`config.mk`:
```
export PLATFORM = sky130hd
export DESIGN_NAME = vec_sum_reducer
export DESIGN_NICKNAME = d
export VERILOG_FILES = /design/src/rtl/vec_sum_reducer.sv
export SDC_FILE = /design/constraint.sdc
export NUM_CORES = 1
export LEC_CHECK = 0
export BUFFER_PORTS_ARGS = -buffer_cell sky130_fd_sc_hd__buf_2
export CORE_ASPECT_RATIO = 1.5
export CORE_MARGIN = 4
export CORE_UTILIZATION = 45
export CTS_BUF_LIST = sky130_fd_sc_hd__clkbuf_8
export DETAILED_ROUTE_END_ITERATION = 16
export PLACE_DENSITY = 0.63
export RECOVER_POWER = 50
export REMOVE_ABC_BUFFERS = 1
export SLEW_MARGIN = 20
export SYNTH_ARGS = -nofsm -noshare
export SYNTH_HDL_FRONTEND = slang
export SYNTH_SLANG_ARGS = --single-unit
```
`constraint.sdc`:
```
create_clock -name clk -period 8.6 [get_ports clk]
set_input_delay 0.86 -clock clk [delete_from_list [all_inputs] [get_ports clk]]
set_output_delay 0.86 -clock clk [all_outputs]
set_load 0.01 [all_outputs]
```
`src/rtl/vec_sum_reducer.sv`:
```
module vec_sum_reducer #(
  parameter int W  = 16,
  parameter int VL = 8,
  parameter int CW = 16
) (
  input  logic          clk,
  input  logic          rst_n,
  input  logic          cmd_valid,
  output logic          cmd_ready,
  input  logic [CW-1:0] cmd_count,
  input  logic          in_valid,
  output logic          in_ready,
  input  logic [W-1:0]  in_data,
  output logic          res_valid,
  input  logic          res_ready,
  output logic [W-1:0]  res_data
);
  localparam int IW = $clog2(VL);
  localparam int LW = IW + 1;
  localparam int HV = VL / 2;

  typedef enum logic [1:0] {S_IDLE, S_ACC, S_FOLD, S_DONE} st_t;

  st_t           state;
  logic [W-1:0]  part [VL];
  logic [CW-1:0] left;
  logic [IW-1:0] pos;
  logic [LW-1:0] clen;
  logic [LW-1:0] flen;
  logic [IW-1:0] rem;

  assign rem       = cmd_count[IW-1:0];
  assign cmd_ready = (state == S_IDLE);
  assign in_ready  = (state == S_ACC);
  assign res_valid = (state == S_DONE);
  assign res_data  = part[0];

  always_ff @(posedge clk) begin
    if (!rst_n) begin
      state <= S_IDLE;
      left  <= '0;
      pos   <= '0;
      clen  <= LW'(VL);
      flen  <= LW'(HV);
      for (int i = 0; i < VL; i++) part[i] <= '0;
    end else begin
      case (state)
        S_IDLE: if (cmd_valid) begin
          for (int i = 0; i < VL; i++) part[i] <= '0;
          left  <= cmd_count;
          pos   <= '0;
          clen  <= (rem == '0) ? LW'(VL) : {1'b0, rem};
          flen  <= LW'(HV);
          state <= (cmd_count == '0) ? S_FOLD : S_ACC;
        end
        S_ACC: if (in_valid) begin
          part[pos] <= part[pos] + in_data;
          left      <= left - 1'b1;
          if ({1'b0, pos} == clen - 1'b1) begin
            pos  <= '0;
            clen <= LW'(VL);
          end else begin
            pos <= pos + 1'b1;
          end
          if (left == CW'(1)) state <= S_FOLD;
        end
        S_FOLD: begin
          for (int i = 0; i < HV; i++)
            if (LW'(i) < flen) part[i] <= part[i] + part[i + int'(flen)];
          flen <= flen >> 1;
          if (flen == LW'(1)) state <= S_DONE;
        end
        S_DONE: if (res_ready) state <= S_IDLE;
        default: state <= S_IDLE;
      endcase
    end
  end
endmodule

```
# Word level (Yosys, flattened, before mapping)
# Memories as Yosys holds them, arrays and structs flattened. A register that Yosys moved wholly into a read port is not among the register bits.
# Cells that the tools add are included.
dict set report classes {
  addsub 11
  order_cmp 4
  eq_ne 12
  muxes 65
  bitwise_logic 12
  n_reduce_logical 10
}
# cell n
set ops {}
lappend ops {{$mux 16} 15}
lappend ops {{$add 16x16->16} 5}
lappend ops {{$pmux 16 s2} 1}
lappend ops {{$mux 1} 26}
lappend ops {{$mux 3} 8}
lappend ops {{$mux 4} 5}
lappend ops {{$eq 16x1->1 const B} 1}
lappend ops {{$logic_not 16->1} 1}
lappend ops {{$pmux 4 s2} 2}
lappend ops {{$reduce_or 16->1} 1}
lappend ops {{$sub 16x1->16 const B} 1}
lappend ops {{$mux 2} 6}
lappend ops {{$or 1x1->1} 12}
lappend ops {{$lt 1x4->1 const A} 2}
lappend ops {{$lt 2x4->1 const A} 2}
lappend ops {{$pmux 2 s4} 1}
lappend ops {{$add 2x3->3 const A} 2}
lappend ops {{$ne 2x1->1 const B} 3}
lappend ops {{$ne 2x2->1 const B} 3}
lappend ops {{$pmux 3 s2} 1}
lappend ops {{$reduce_and 5->1} 1}
lappend ops {{$eq 2x2->1 const B} 2}
lappend ops {{$eq 3x4->1} 1}
lappend ops {{$eq 4x1->1 const B} 1}
lappend ops {{other kinds (10)} 11}
dict set report totals {
  register_bits 29
  mem_bits_rw 128
  in_bits 37
  out_inout_bits 19
  wordCells 120
  n_memories 1
}
# memory words word_bits read_ports rd_clocked_by_memory_dff write_ports line
set memory_table {}
lappend memory_table {part 8 16 9 2 8 25} ;# logic [W-1:0] part [VL];

# Depth between registers and ports, before layout
dict set report depth {
  depth_word 7
  ltp_mapped 17
  depth_no_buf 13
}

# Worst setup path after synthesis
# No wires, ideal clock.
dict set report synth_timing {
  path_kind {register to register}
  start {register flen[1]}
  end {memory part[1][12], data pin}
  setup_ns 0.274
  arrival_time_ns 4.628
  required_time_ns 8.326
  slack_ns 3.698
  stages_incl_launch_ff 16
  path_buffers 4
  period_less_slack_ns 4.902
  path_cell_list {dfxtp_1 > clkbuf_1 > buf_1 > inv_1 > ha_1 > clkbuf_1 > clkbuf_1 > mux4_2 > fa_1 > a21oi_1 > o21ai_0 > a2111oi_0 > o31ai_1 > a31oi_1 > xor2_1 > o22ai_1}
}
# item line
set synth_rtl {}
lappend synth_rtl {{from (decl)} 29} ;# logic [LW-1:0] flen;
lappend synth_rtl {{from (signal assigned)} 44} ;# flen <= LW'(HV);
lappend synth_rtl {{from (signal assigned)} 53} ;# flen <= LW'(HV);
lappend synth_rtl {{from (signal assigned)} 70} ;# flen <= flen >> 1;
lappend synth_rtl {{to (decl)} 25}

==> out/metrics.cfg <==
[hold_path]
hold_start = clen[1]$_SDFFE_PN0P_
hold-path-cell-count = 2
hold_class = flip-flop to flip-flop
hold_end = clen[1]$_SDFFE_PN0P_

[yosys]
synth.area.top_cells = edfxtp_1, mux4_2, mux2_2
synthesis.area_sq_mm = 0.0143
yosysSeqAreaShare_pct = 31.7
async_reset_ff_share_pct = 0
ys.flop_type = edfxtp_1
synth_top_family_by_area = multiplexers
synth_compound_area_share_pct = 13.9
yosys_warnings = 0
synthSimpleGateAreaFrac_pct = 9.35
synth.area.mux_share_pct = 29.1
synth_top_cell_by_area = edfxtp_1
yosys.area.top_type_share_pct = 26.9
avgSynthCellArea_sq_um = 11.2
synth_cells = 1277
ys_ff_latch = 162
yosys.area_share.adder_pct = 8.42
synth-xor-area-share_pct = 4.36
synth_edf_count = 128
synth.distinct_cells = 71

[die]
die_h_um = 226
num_rows = 79
core_sq_mm = 0.0311
io-pin-count = 56
die-area_sq_mm = 0.0347
initial_core_util_pct = 45.8
die_w_um = 153

[clock_tree]
postCtsHoldBufs = 0
path_clk_slew_ps = 90
cts_setup_buffers = 0
ctsRootBufferMaster = clkbuf_8
cts_sinks = 162
clk_latency_ps = 520
cts-buffers-inserted = 17
clockBufferDepth = 2
ctsResizeCount = 0
cts_max_level = 4
cts_tree = done

[global_route]
use_met3_pct = 3.45
grt_use_met2_pct = 45.1
busiest_layer = met2
grt_max_degree = 52
grt_pass1_vias = 11500
grt_pass1_wl_um = 68400
grt_overflow = 0
grt_usage_pct = 25.9
use_met1_pct = 30.1
antenna_found_initial = 0

[placement]
place_area_sq_mm = 0.0149
hpwl_um = 32500
gp_congestion = 0.937
io_buffer_count = 55
numPlacedInstances = 1685

[critical_path]
crit_chain = clkbuf_1 > mux4_2 > mux2_2 > ha_1 > or3_1 > a311oi_1 > nor3b_1 > nor3_1 > xor2_1 > o22ai_1
cp.arrival_ps = 6520
cp-end-kind = flip-flop
cp_top_family = buffers and inverters
worstPathMaxFanout = 51
rrSetupSlack_ps = 2300
reg2reg_to = part[2][14]$_DFFE_PP_
critPathKind = flip-flop to flip-flop
worstPathRequired_ps = 8820
rr_startpoint = flen[0]$_SDFFE_PN0P_
cpMaxStageDelayCell = clkbuf_1
path_buf_inv = 1
reg2reg_depth = 10
path_depth = 10
critPathLaunch = flen[0]$_SDFFE_PN0P_
crit_path_start_kind = flip-flop
critPathMaxStageDelay_ps = 2100

[sta]
min_period_over_period_pct = 73.2
timing.hold.ws_ps = 495
rsz0062_at_grt = false
final.setup_skew_ps = 19.6
hold_violations = 0
setup_viol = 0
slew_headroom_pct = -93.9
finalCriticalPeriod_ps = 6300
worstMarginPinSlew_ps = 2910
max_freq_mhz = 159
tns_ps = 0
slew_viol_final = 152

[finish]
stdcell_area_sq_mm = 0.0153
postLayoutCoreUtil_pct = 49.0
fillers = 2834
fin_nets = 1429
diodes = 0
final_cells = 1717
syn_to_final_growth_pct = 6.92
drive_above_1_share_pct = 25.4

[power_and_ir_drop]
power_per_cell_area_mw_per_mm2 = 326
leakagePower_nw = 5.68
peakVddDrop_mv = 0.169

[outcome]
status = finished with violations
violations = capacitance limit, slew limit

[drt]
ant_nets = 0
routed_wirelength_um = 45000
drt_iter0_markers = 1203
via_count = 11600
firstDrtPassIters = 5
drc_errors = 0
avgRoutedWirePerCell_um = 26.2
viasPerCell = 6.74

[flow_run]
max_cap_violations = 5

==> worst register-to-register path, stage by stage, from the launching register on <==
cell and delay, ps:
dfxtp_4 850, clkbuf_1 2100, mux4_2 760, mux2_2 290
ha_1 220, or3_1 430, a311oi_1 710, nor3b_1 130
nor3_1 230, xor2_1 180, o22ai_1 90
==> logic make-up after synthesis <==
| kind of cell | after synthesis |
|---|---|
| AO/OA/AOI/OAI | 312 |
| adder cells (fa/ha/maj) | 93 |
| buffers and inverters | 106 |
| XOR/XNOR | 71 |
| flip-flops | 162 |
| multiplexers | 240 |
| AND/OR/NAND/NOR | 293 |
==> sequential cells by signal (all words and copies together) (netlist names), named ones only <==
| signal | cells |
|---|---|
| clen | 4 |
| flen | 3 |
| left | 16 |
| part | 128 |
| pos | 3 |
| state | 2 |
==> power by group <==
| group | total, mW | switching (mW) | internal (mW) |
|---|---|---|---|
| combinational | 2.92 | 1.67 | 1.25 |
| sequential | 1.43 | 0.325 | 1.10 |
| clock | 0.623 | 0.320 | 0.303 |
==> routing by layer <==
| metal | part of all wire [%] | up-vias | wire length [um] |
|---|---|---|---|
| met2 | 50 | 535 | 22600 |
| met5 | 0 | - | 0 |
| met4 | 7.3 | 0 | 3290 |
| li1 | - | 5103 | - |
| met1 | 37 | 5806 | 16500 |
| met3 | 5.6 | 130 | 2530 |
==> synth_stat cells (3+ instances only) <==
cell type / n
a2111oi_0: 3
a211o_1: 3
a211oi_1: 7
a21o_1: 20
a21oi_1: 77
a221oi_1: 4
a22oi_1: 3
a311oi_1: 3
a31o_2: 5
a31oi_1: 10
a41oi_1: 3
and2_1: 3
buf_1: 9
buf_2: 4
buf_6: 3
clkbuf_1: 52
dfxtp_1: 34
edfxtp_1: 128
fa_1: 5
ha_1: 88
inv_1: 35
mux2_2: 107
mux2i_1: 4
mux4_2: 129
nand2_1: 56
nand2b_1: 9
nand3_1: 21
nand3b_1: 3
nand4_1: 8
nor2_1: 138
nor2b_1: 15
nor3_1: 15
nor3b_1: 3
nor4_1: 5
o211ai_1: 4
o21a_1: 13
o21ai_0: 62
o21bai_1: 10
o22ai_1: 54
o31ai_1: 7
or3_1: 6
xnor2_1: 33
xor2_1: 38
==> worst max-delay path by stage <==
stage | endpoint | slack [ps]
after floorplan | part[3][10]$_DFFE_PP_ | 360
after global placement | part[3][10]$_DFFE_PP_ | 2970
after detailed placement | part[3][14]$_DFFE_PP_ | 2890
after CTS | part[3][14]$_DFFE_PP_ | 2880
after global routing | part[2][12]$_DFFE_PP_ | 1830
final | part[2][14]$_DFFE_PP_ | 2300
==> placed cells by master, fill, tap and decap left out, types with 6 or more instances in the layout <==
cell type / Yosys / routed
buf_2: 4 / 36
xor2_1: 38 / 38
mux4_2: 129 / 129
nand2_1: 56 / 56
edfxtp_1: 128 / 128
nor2_1: 138 / 138
mux2_2: 107 / 107
clkbuf_1: 52 / 27
or3_1: 6 / 6
nand2b_1: 9 / 9
o22ai_1: 54 / 54
a211oi_1: 7 / 7
nor3_1: 15 / 15
nand3_1: 21 / 21
nand4_1: 8 / 8
a31oi_1: 10 / 10
o21bai_1: 10 / 10
a21oi_1: 77 / 77
buf_4: 0 / 10
o21a_1: 13 / 13
a21o_1: 20 / 20
xnor2_1: 33 / 32
o21ai_0: 62 / 63
o31ai_1: 7 / 7
inv_1: 35 / 36
dfxtp_1: 34 / 29
clkbuf_8: 1 / 19
nor2b_1: 15 / 15
ha_1: 88 / 87
==> stage by stage <==
stage	power [mW]	setup WS (ps)
final	4.97	2300
after global routing	5.29	1830
after global placement	4.29	2970
after CTS	4.96	2880
after floorplan	3.45	358
after detailed placement	4.32	2890
==> cell type report <==
class / instances / area [sq um] / area share, %
Timing Repair Buffer: 73 / 357 / 2.34
Sequential cell: 162 / 4530 / 29.7
Clock inverter: 13 / 156 / 1.03
Tap cell: 405 / 507 / 3.32
Inverter: 36 / 135 / 0.886
Clock buffer: 19 / 262 / 1.71
Multi-Input combinational cell: 1009 / 9300 / 61.0
Power figures use the tool's default switching activity.
